`src/rtl/addr_rx_pkg.sv`:
```
package addr_rx_pkg;

  typedef enum logic [2:0] {
    RX_IDLE,
    RX_START,
    RX_DATA,
    RX_NINTH,
    RX_STOP
  } rx_state_e;

  localparam logic [7:0] BCAST_ADDR = 8'hFF;

  // two-of-three majority
  function automatic logic vote3(input logic [2:0] s);
    return (s[0] & s[1]) | (s[0] & s[2]) | (s[1] & s[2]);
  endfunction

  // own address or the all-nodes address
  function automatic logic addr_hit(input logic [7:0] rx, input logic [7:0] own);
    return (rx == own) || (rx == BCAST_ADDR);
  endfunction

endpackage

```
`src/rtl/addr_rx_sync.sv`:
```
module addr_rx_sync #(
  parameter int STAGES = 2
) (
  input  logic clk,
  input  logic rst_n,
  input  logic din,
  output logic dout
);
  logic [STAGES-1:0] sh;

  always_ff @(posedge clk or negedge rst_n) begin
    if (!rst_n) sh <= '1;
    else        sh <= {sh[STAGES-2:0], din};
  end

  assign dout = sh[STAGES-1];
endmodule

```
`src/rtl/addr_rx_framer.sv`:
```
module addr_rx_framer
  import addr_rx_pkg::*;
#(
  parameter int OVERSAMPLE = 16,
  parameter int DATA_W     = 8
) (
  input  logic              clk,
  input  logic              rst_n,
  input  logic              tick,
  input  logic              rx,
  input  logic              rx_en,
  input  logic              nine_bit,
  output logic [DATA_W-1:0] data_o,
  output logic              ninth_o,
  output logic              stop_o,
  output logic              nine_o,
  output logic              frame_end
);
  localparam int CW  = $clog2(OVERSAMPLE);
  localparam int BW  = $clog2(DATA_W);
  localparam int MID = OVERSAMPLE / 2;
  localparam logic [CW-1:0] V_LO    = CW'(MID - 1);
  localparam logic [CW-1:0] V_HI    = CW'(MID + 1);
  localparam logic [CW-1:0] C_LAST  = CW'(OVERSAMPLE - 1);
  localparam logic [BW-1:0] B_LAST  = BW'(DATA_W - 1);

  rx_state_e         state;
  logic [CW-1:0]     cnt;
  logic [BW-1:0]     bidx;
  logic [2:0]        votes;
  logic              last;
  logic [DATA_W-1:0] data_q;
  logic              ninth_q;
  logic              nine_q;

  // named events
  logic [2:0] vnow;
  logic       in_win;
  logic       decide;
  logic       bit_val;

  assign vnow    = {votes[1:0], rx};
  assign in_win  = (cnt >= V_LO) && (cnt <= V_HI);
  assign decide  = tick && (state != RX_IDLE) && (cnt == V_HI);
  assign bit_val = vote3(vnow);

  always_ff @(posedge clk or negedge rst_n) begin
    if (!rst_n) begin
      state   <= RX_IDLE;
      cnt     <= '0;
      bidx    <= '0;
      votes   <= '0;
      last    <= 1'b0;
      data_q  <= '0;
      ninth_q <= 1'b0;
      nine_q  <= 1'b0;
    end else begin
      if (tick) last <= rx;
      if (!rx_en) begin
        state <= RX_IDLE;
      end else if (tick) begin
        if (state == RX_IDLE) begin
          if (last && !rx) begin
            state <= RX_START;
            cnt   <= CW'(1);
          end
        end else begin
          cnt <= (cnt == C_LAST) ? '0 : cnt + CW'(1);
          if (in_win) votes <= vnow;
          if (cnt == V_HI) begin
            case (state)
              RX_START: begin
                if (bit_val) state <= RX_IDLE;
                else begin
                  state  <= RX_DATA;
                  bidx   <= '0;
                  nine_q <= nine_bit;
                end
              end
              RX_DATA: begin
                data_q <= {bit_val, data_q[DATA_W-1:1]};
                if (bidx == B_LAST) state <= nine_q ? RX_NINTH : RX_STOP;
                else bidx <= bidx + BW'(1);
              end
              RX_NINTH: begin
                ninth_q <= bit_val;
                state   <= RX_STOP;
              end
              default: state <= RX_IDLE;
            endcase
          end
        end
      end
    end
  end

  assign frame_end = decide && (state == RX_STOP);
  assign stop_o    = bit_val;
  assign data_o    = data_q;
  assign ninth_o   = ninth_q;
  assign nine_o    = nine_q;


  en_off_no_end_chk: assert property (@(posedge clk) disable iff (!rst_n)
    !rx_en |=> !frame_end);


  false_start_idle_chk: assert property (@(posedge clk) disable iff (!rst_n)
    (decide && state == RX_START && bit_val && rx_en) |=> (state == RX_IDLE));
endmodule

```
`src/rtl/addr_rx_accept.sv`:
```
module addr_rx_accept
  import addr_rx_pkg::*;
#(
  parameter int DATA_W = 8
) (
  input  logic              clk,
  input  logic              rst_n,
  input  logic              frame_end,
  input  logic [DATA_W-1:0] data_i,
  input  logic              ninth_i,
  input  logic              stop_i,
  input  logic              nine_i,
  input  logic              filt_en,
  input  logic [7:0]        own_addr,
  input  logic              clr_done,
  input  logic              clr_ferr,
  output logic [DATA_W-1:0] byte_q,
  output logic              b9_q,
  output logic              done_q,
  output logic              ferr_q,
  output logic              take
);
  logic pass;
  logic hit;

  assign hit = addr_hit(data_i[7:0], own_addr);

  always_comb begin
    pass = 1'b1;
    if (filt_en) pass = (nine_i ? ninth_i : stop_i) && hit;
  end

  assign take = frame_end && !done_q && pass;

  always_ff @(posedge clk or negedge rst_n) begin
    if (!rst_n) begin
      byte_q <= '0;
      b9_q   <= 1'b0;
      done_q <= 1'b0;
      ferr_q <= 1'b0;
    end else begin
      if (take) begin
        byte_q <= data_i;
        b9_q   <= nine_i ? ninth_i : stop_i;
      end
      done_q <= take | (done_q & ~clr_done);
      ferr_q <= (frame_end & ~stop_i) | (ferr_q & ~clr_ferr);
    end
  end


  done_from_frame_chk: assert property (@(posedge clk) disable iff (!rst_n)
    $rose(done_q) |-> $past(frame_end));


  held_byte_chk: assert property (@(posedge clk) disable iff (!rst_n)
    (done_q && !clr_done) |=> ($stable(byte_q) && $stable(b9_q)));


  ferr_sticky_chk: assert property (@(posedge clk) disable iff (!rst_n)
    (ferr_q && !clr_ferr) |=> ferr_q);
endmodule

```
`src/rtl/addr_uart_rx.sv`:
```
module addr_uart_rx
  import addr_rx_pkg::*;
#(
  parameter int OVERSAMPLE  = 16,
  parameter int SYNC_STAGES = 2,
  parameter int DATA_W      = 8
) (
  input  logic       clk,
  input  logic       rst_n,
  input  logic       tick16,
  input  logic       rxd,
  input  logic       rx_en,
  input  logic       nine_bit,
  input  logic       filt_en,
  input  logic [7:0] own_addr,
  input  logic       clr_done,
  input  logic       clr_ferr,
  output logic [7:0] rx_byte,
  output logic       rx_bit9,
  output logic       rx_done,
  output logic       rx_ferr
);
  logic              rx_s;
  logic [DATA_W-1:0] f_data;
  logic              f_ninth;
  logic              f_stop;
  logic              f_nine;
  logic              f_end;
  logic              f_take;
  logic [DATA_W-1:0] byte_w;

  addr_rx_sync #(.STAGES(SYNC_STAGES)) u_sync (
    .clk(clk), .rst_n(rst_n), .din(rxd), .dout(rx_s)
  );

  addr_rx_framer #(.OVERSAMPLE(OVERSAMPLE), .DATA_W(DATA_W)) u_framer (
    .clk(clk), .rst_n(rst_n), .tick(tick16), .rx(rx_s), .rx_en(rx_en),
    .nine_bit(nine_bit), .data_o(f_data), .ninth_o(f_ninth), .stop_o(f_stop),
    .nine_o(f_nine), .frame_end(f_end)
  );

  addr_rx_accept #(.DATA_W(DATA_W)) u_accept (
    .clk(clk), .rst_n(rst_n), .frame_end(f_end), .data_i(f_data),
    .ninth_i(f_ninth), .stop_i(f_stop), .nine_i(f_nine), .filt_en(filt_en),
    .own_addr(own_addr), .clr_done(clr_done), .clr_ferr(clr_ferr),
    .byte_q(byte_w), .b9_q(rx_bit9), .done_q(rx_done), .ferr_q(rx_ferr),
    .take(f_take)
  );

  assign rx_byte = byte_w[7:0];


  nine_filter_chk: assert property (@(posedge clk) disable iff (!rst_n)
    ($rose(rx_done) && $past(filt_en) && $past(f_nine))
      |-> (rx_bit9 && addr_hit(rx_byte, $past(own_addr))));


  eight_filter_chk: assert property (@(posedge clk) disable iff (!rst_n)
    ($rose(rx_done) && $past(filt_en) && !$past(f_nine))
      |-> (rx_bit9 && !$past(f_stop, 1) == 1'b0 && addr_hit(rx_byte, $past(own_addr))));
endmodule

```
`config.mk`:
```
export PLATFORM = sky130hd
export DESIGN_NAME = addr_uart_rx
export DESIGN_NICKNAME = d
export VERILOG_FILES = /design/src/rtl/addr_rx_pkg.sv /design/src/rtl/addr_rx_sync.sv /design/src/rtl/addr_rx_framer.sv /design/src/rtl/addr_rx_accept.sv /design/src/rtl/addr_uart_rx.sv
export SDC_FILE = /design/constraint.sdc
export NUM_CORES = 1
export LEC_CHECK = 0
export ABC_AREA = 1
export CAP_MARGIN = 10
export CORE_MARGIN = 1
export CORE_UTILIZATION = 53
export DETAILED_ROUTE_END_ITERATION = 7
export PLACE_DENSITY = 0.83
export RECOVER_POWER = 25
export REMOVE_ABC_BUFFERS = 1
export SLEW_MARGIN = 20
export SYNTH_ARGS = -nofsm -noshare
export SYNTH_HDL_FRONTEND = slang
export SYNTH_SLANG_ARGS = --single-unit
```
`constraint.sdc`:
```
create_clock -name clk -period 1.8 [get_ports clk]
set_clock_uncertainty 0.1 [all_clocks]
set_input_delay 0.18 -clock clk [delete_from_list [all_inputs] [get_ports clk]]
set_output_delay 0.18 -clock clk [all_outputs]
set_load 0.02 [all_outputs]
```
### After elaboration in Yosys (flattened, before gate mapping)

Index checks and enable logic that the tools add are counted.

* $add $sub $neg: 2
* multiply operators: 0
* div/mod/pow operators: 0
* order comparisons: 2
* eq/ne operators: 16
* shift operators: 0
* mux-type cells: 17
* bitwise gates (word level): 14
* reductions and logical operators: 21

Operator list (count)
* 2-to-1 mux 3 bit: 9
* 2-to-1 mux 4 bit: 3
* AND reduction 5 bit: 2
* one-hot mux 3 bit (3 select lines): 1
* == test 4 bit (second input constant): 2
* == test 8 bit: 1
* == test 8 bit (second input constant): 1
* logical AND 1 bit: 8
* inequality test 2 bit (second input constant): 4
* AND reduction 4 bit: 2
* AND reduction 7 bit: 1
* AND 1 bit: 6
* == test 3 x 2 -> 1 bit (second input constant): 2
* == test 3 bit (second input constant): 2
* one-hot mux 3 bit (2 select lines): 1
* AND reduction 6 bit: 1
* adder 4 x 1 -> 4 bit (second input constant): 1
* >= comparator 4 x 3 -> 1 bit (second input constant): 1
* <= comparator 4 bit (second input constant): 1
* inequality test 4 x 2 -> 1 bit (second input constant): 1
* NOT 1 bit: 4
* OR 1 bit: 4
* adder 3 x 1 -> 3 bit (second input constant): 1
* == test 3 x 1 -> 1 bit (second input constant): 1
* 10 further kinds: 12

* bits in registers: 36
* latch bits: 0
* memory bits (writable): 0
* ROM bits: 0
* output and inout port bits: 11
* logic and storage cells: 85
* memories kept: 0

### Depth between registers and ports, before layout

* depth after elaboration: 9
* mapped depth: 12

### By module

A second synthesis with hierarchy kept.

* cells, all modules: 250
* area total of the unflattened synthesis: 2030.7 sq um

By module, submodules not included
* addr_rx_framer: times used 1, cells each 164, area an instance 1317.5 sq um, sequential area each 575.6 sq um
* addr_rx_accept: times used 1, cells each 84, area an instance 660.6 sq um, sequential area each 275.3 sq um
* addr_rx_sync: times used 1, cells each 2, area an instance 52.6 sq um, sequential area each 52.6 sq um

### Worst setup path after synthesis

Ideal clock, no wire load.

* kind: register to register
* start point: register u_framer.cnt[1]
* end point: register u_accept.b9_q
* library setup time: 117 ps
* arrival: 1435 ps
* required time: 1583 ps
* setup slack: 148 ps
* stages on the path, launching flop included: 10
* buffers on the path: 0
* period minus slack after synthesis: 1652 ps
* path through: dfrtp_1 -> inv_1 -> ha_1 -> nand3_1 -> nor2_8 -> nand3_2 -> nor2_8 -> nand2_4 -> nand2_1 -> nand2_1

* longest elaborated chain between the ends: 5

Ends and longest elaborated chain
* from (decl): RTL line addr_rx_framer.sv:28 `logic [CW-1:0] cnt;`
* from (signal assigned): RTL line addr_rx_framer.sv:68 `cnt <= (cnt == C_LAST) ? '0 : cnt + CW'(1);`
* == test 4 bit: RTL line addr_rx_framer.sv:44 `assign decide = tick && (state != RX_IDLE) && (cnt == V_HI);`
* logical AND 1 bit: RTL line addr_rx_framer.sv:44
* logical AND 1 bit: RTL line addr_rx_framer.sv:97 `assign frame_end = decide && (state == RX_STOP);`
* logical AND 1 bit (2 in series): RTL line addr_rx_accept.sv:33 `assign take = frame_end && !done_q && pass;`
* to (signal assigned): RTL line addr_rx_accept.sv:44 `b9_q <= nine_i ? ninth_i : stop_i;`
* to (decl): RTL line addr_rx_accept.sv:18 `output logic b9_q,`

No other way between the ends.
A chain may end at the register's enable or synchronous reset.

### Worst setup path in the final report

* start point: register u_framer.cnt[1]
* end point: register u_accept.byte_q[0]

* longest elaborated chain between the ends: 5

Ends and longest elaborated chain
* == test 4 bit: RTL line addr_rx_framer.sv:44
* logical AND 1 bit: RTL line addr_rx_framer.sv:44
* logical AND 1 bit: RTL line addr_rx_framer.sv:97
* logical AND 1 bit (2 in series): RTL line addr_rx_accept.sv:33
* to (signal assigned): RTL line addr_rx_accept.sv:43 `byte_q <= data_i;`
* to (decl): RTL line addr_rx_accept.sv:17 `output logic [DATA_W-1:0] byte_q,`

No other way between the ends.

==> flow_summary.ini <==
[logic_synthesis]
yosysTopAreaCell = dfrtp_1
ys_warn_count = 0
async_reset_ff_share_pct = 100
synth_top_cells_by_count = nand2_1 (67), dfrtp_1 (34), inv_1 (29)
synth.top_cell.area_share_pct = 46.2
syn-cell-area_um2 = 1840
synth_edf_count = 0
synth_area_leaders = dfrtp_1 (46%), nand2_1 (14%), o21ai_0 (6.3%)
syn_inst = 223
synth-main-ff-cell = dfrtp_1
avgSynthCellArea_um2 = 8.26
yosysMostFrequentCell = nand2_1
yosysUniqueCellTypes = 25
ys_seq_elements = 36
seq_area_frac_synth_pct = 49.0

[drt]
drtIter0Drc = 93
via_count = 1609
routed_wl_mm = 3.85
wl_per_cell_um = 12.2
drt_first_pass_iters = 4
ant_nets = 0
routed_via_density = 5.12
post-route-drc-count = 0

[worst_setup_path]
arrival_ns = 1.90
path_max_fanout = 9
cp.depth = 9
worstPathRequired_ns = 1.99
slowest_delay_ns = 0.42
crit_family = simple AND/OR/NAND/NOR gates
start_kind = register
crit_chain = inv_1 > ha_1 > nand3_2 > nor2_8 > nand3_4 > nor2_8 > buf_12 > nand3_1 > nand2_1
cp-end-kind = register
worst-r2r-cell-count = 9
crit_type = reg2reg
cp_slowest_cell = dfrtp_1
crit_top_cell = nor2_8
worst-path-buf-inv = 2

[pwr]
switchingPower_mw = 0.791
p_per_area_nw_per_um2 = 912
internal-power_mw = 1.36
power.share.combinational_pct = 31.9
ir_drop_mv = 0.565
p_clk_share_pct = 21.1
leakage_nw = 1.18
swShare_pct = 36.7
power_frac_seq_pct = 47.1
power_mw = 2.15

[floorplan]
die_y_um = 61.0
core_um2 = 3340
boundaryPins = 28
initial_utilization_pct = 55.2
dieArea_um2 = 3710
die_x_um = 61.0
rows = 21

[clocking]
cts_tree = built
root_buffer = clkbuf_4
clk_pin_slew_ns = 0.11
numCtsBuffers = 5
cts_num_sinks = 36
clk_latency_ns = 0.34
htree_levels = 2
hold_buffers = 0
clock_path_buffers = 2

[global_route]
grt-ovfl-total = 0
grt_start_max_net_pins = 37
antenna_found_initial = 0
grt_use_met2_pct = 37.0
use_met1_pct = 28.8
grt_util_met3_pct = 7.04
grt_pass1_vias = 1413
grt_usage_pct = 22.7
grt.busiest_layer = met2
grt_pass1_wl_mm = 6.09

[place]
port_buffers = 27
gp_congestion = 0.887
dpl.hpwl_mm = 2.69
dpl-instance-area_um2 = 2200
dpl.cell_count = 300

[timing]
finalHoldViolations = 0
finalMaxSlewViolations = 0
period_share_pct = 95.0
rsz0062_at_grt = true
setup_tns_ns = 0
setup_violations = 0
slew_headroom_pct = 40.9
worstMarginPinSlew_ns = 0.886
max_freq_mhz = 585
hold_ws_ns = 0.262
fin_crit_ns = 1.71

[finish]
area_growth_pct = 28.2
nNetsFinal = 289
stdcell_count = 314
final_cell_area_um2 = 2360
insertedDiodeCount = 0
drive_gt1_share_pct = 13.4

[job]
cap_violations = 0

[hold_path]
whs_path_depth = 0
hp-class = reg2reg

[run_status]
outcome = finished clean
## what timing repair did
item | in CTS | in global routing
endpoints found under the setup margin | 9 | 16
gates resized for setup | 1 | 9
pin swaps | 1 | 2
setup buffers | 1 | 4
gates cloned | 0 | 1
## cell usage in the layout (no fill, tap or decap), types with 3 or more instances in the layout
| cell type | netlist | routed |
|---|---|---|
| a21oi_1 | 5 | 5 |
| buf_4 | 0 | 9 |
| clkbuf_4 | 0 | 5 |
| clkdlybuf4s50_1 | 0 | 24 |
| dfrtp_1 | 34 | 34 |
| ha_1 | 5 | 5 |
| inv_1 | 29 | 29 |
| nand2_1 | 67 | 65 |
| nand2_2 | 2 | 4 |
| nand2_4 | 2 | 3 |
| nand3_1 | 17 | 16 |
| nor2_1 | 9 | 7 |
| o21ai_0 | 23 | 23 |
| o21ai_1 | 5 | 4 |
| xnor2_1 | 5 | 5 |
## power groups by stage
| stage | Clock (mW) | Sequential (mW) | Combinational (mW) |
|---|---|---|---|
| final | 0.454 | 1.01 | 0.686 |
| after global routing | 0.509 | 1.03 | 0.774 |
| after CTS | 0.466 | 1.01 | 0.624 |
| after detailed placement | 0 | 1.02 | 0.614 |
| after global placement | 0 | 1.01 | 0.603 |
| after floorplan | 0 | 0.995 | 0.428 |
## area by class of cell
class	count	area [um^2]
fill	261	976
sequential	36	903
multi-input combinational	157	865
timing repair buffer	38	365
inverter	29	109
tap	46	57.6
clock buffer	6	51.3
clock inverter	2	10.0
## cell families after synthesis
| logic type | synth area share (%) |
|---|---|
| fa+ha+maj | 3.40 |
| compound gates | 12.6 |
| flops | 49.0 |
| xor+xnor | 2.38 |
| buf+inv | 6.45 |
| simple gates | 26.2 |
## state kept, by name, summed over array words and instances, names as in the netlist
| signal | flops |
|---|---|
| u_accept.b9_q | 1 |
| u_framer.nine_o | 1 |
| u_accept.done_q | 1 |
| u_framer.last | 1 |
| u_accept.ferr_q | 1 |
| u_sync.sh | 2 |
| u_framer.ninth_o | 1 |
| u_framer.bidx | 3 |
| u_framer.state | 3 |
| u_framer.data_o | 8 |
| u_framer.votes | 2 |
| u_framer.cnt | 4 |
| u_accept.byte_q | 8 |
## per-stage QoR
| step | util (%) | setup slack, ns |
|---|---|---|
| 2_1_floorplan | - | 0.148 |
| 3_3_place_gp | 66.1 | 0.0772 |
| 3_5_place_dp | 66.1 | -0.0115 |
| 4_1_cts | 68.7 | 0.0369 |
| 5_1_grt | 70.8 | -0.0211 |
| 6_report | 70.8 | 0.0898 |
## metal layers
metal,wire (um),vias to the layer above
met5,0,-
met4,89,0
met3,141,9
met2,1810,36
met1,1810,746
li1,-,818
## final timing paths
kind,slack (ns),startpoint,endpoint
max in group asynchronous,0.67,rst_n,u_framer.bidx[2]$_DFFE_PN0P_
hold reg to reg,0.26,u_sync.sh[0]$_DFF_PN1_,u_sync.sh[1]$_DFF_PN1_
setup reg to reg,0.09,u_framer.cnt[1]$_DFFE_PN0P_,u_accept.byte_q[0]$_DFFE_PN0P_
setup / recovery,0.09,u_framer.cnt[1]$_DFFE_PN0P_,u_accept.byte_q[0]$_DFFE_PN0P_
min in group asynchronous,0.37,rst_n,u_accept.byte_q[1]$_DFFE_PN0P_
hold / removal,0.26,u_sync.sh[0]$_DFF_PN1_,u_sync.sh[1]$_DFF_PN1_
## worst reg2reg max path: cells and delay by family, from the launching register on
kind                       cells  cell delay [ns]
and+or+nand+nor                6             0.77
buffers and inverters          2             0.23
DFF                            1             0.42
adders and majority gates      1             0.16
(Power assumes the default switching activity.)
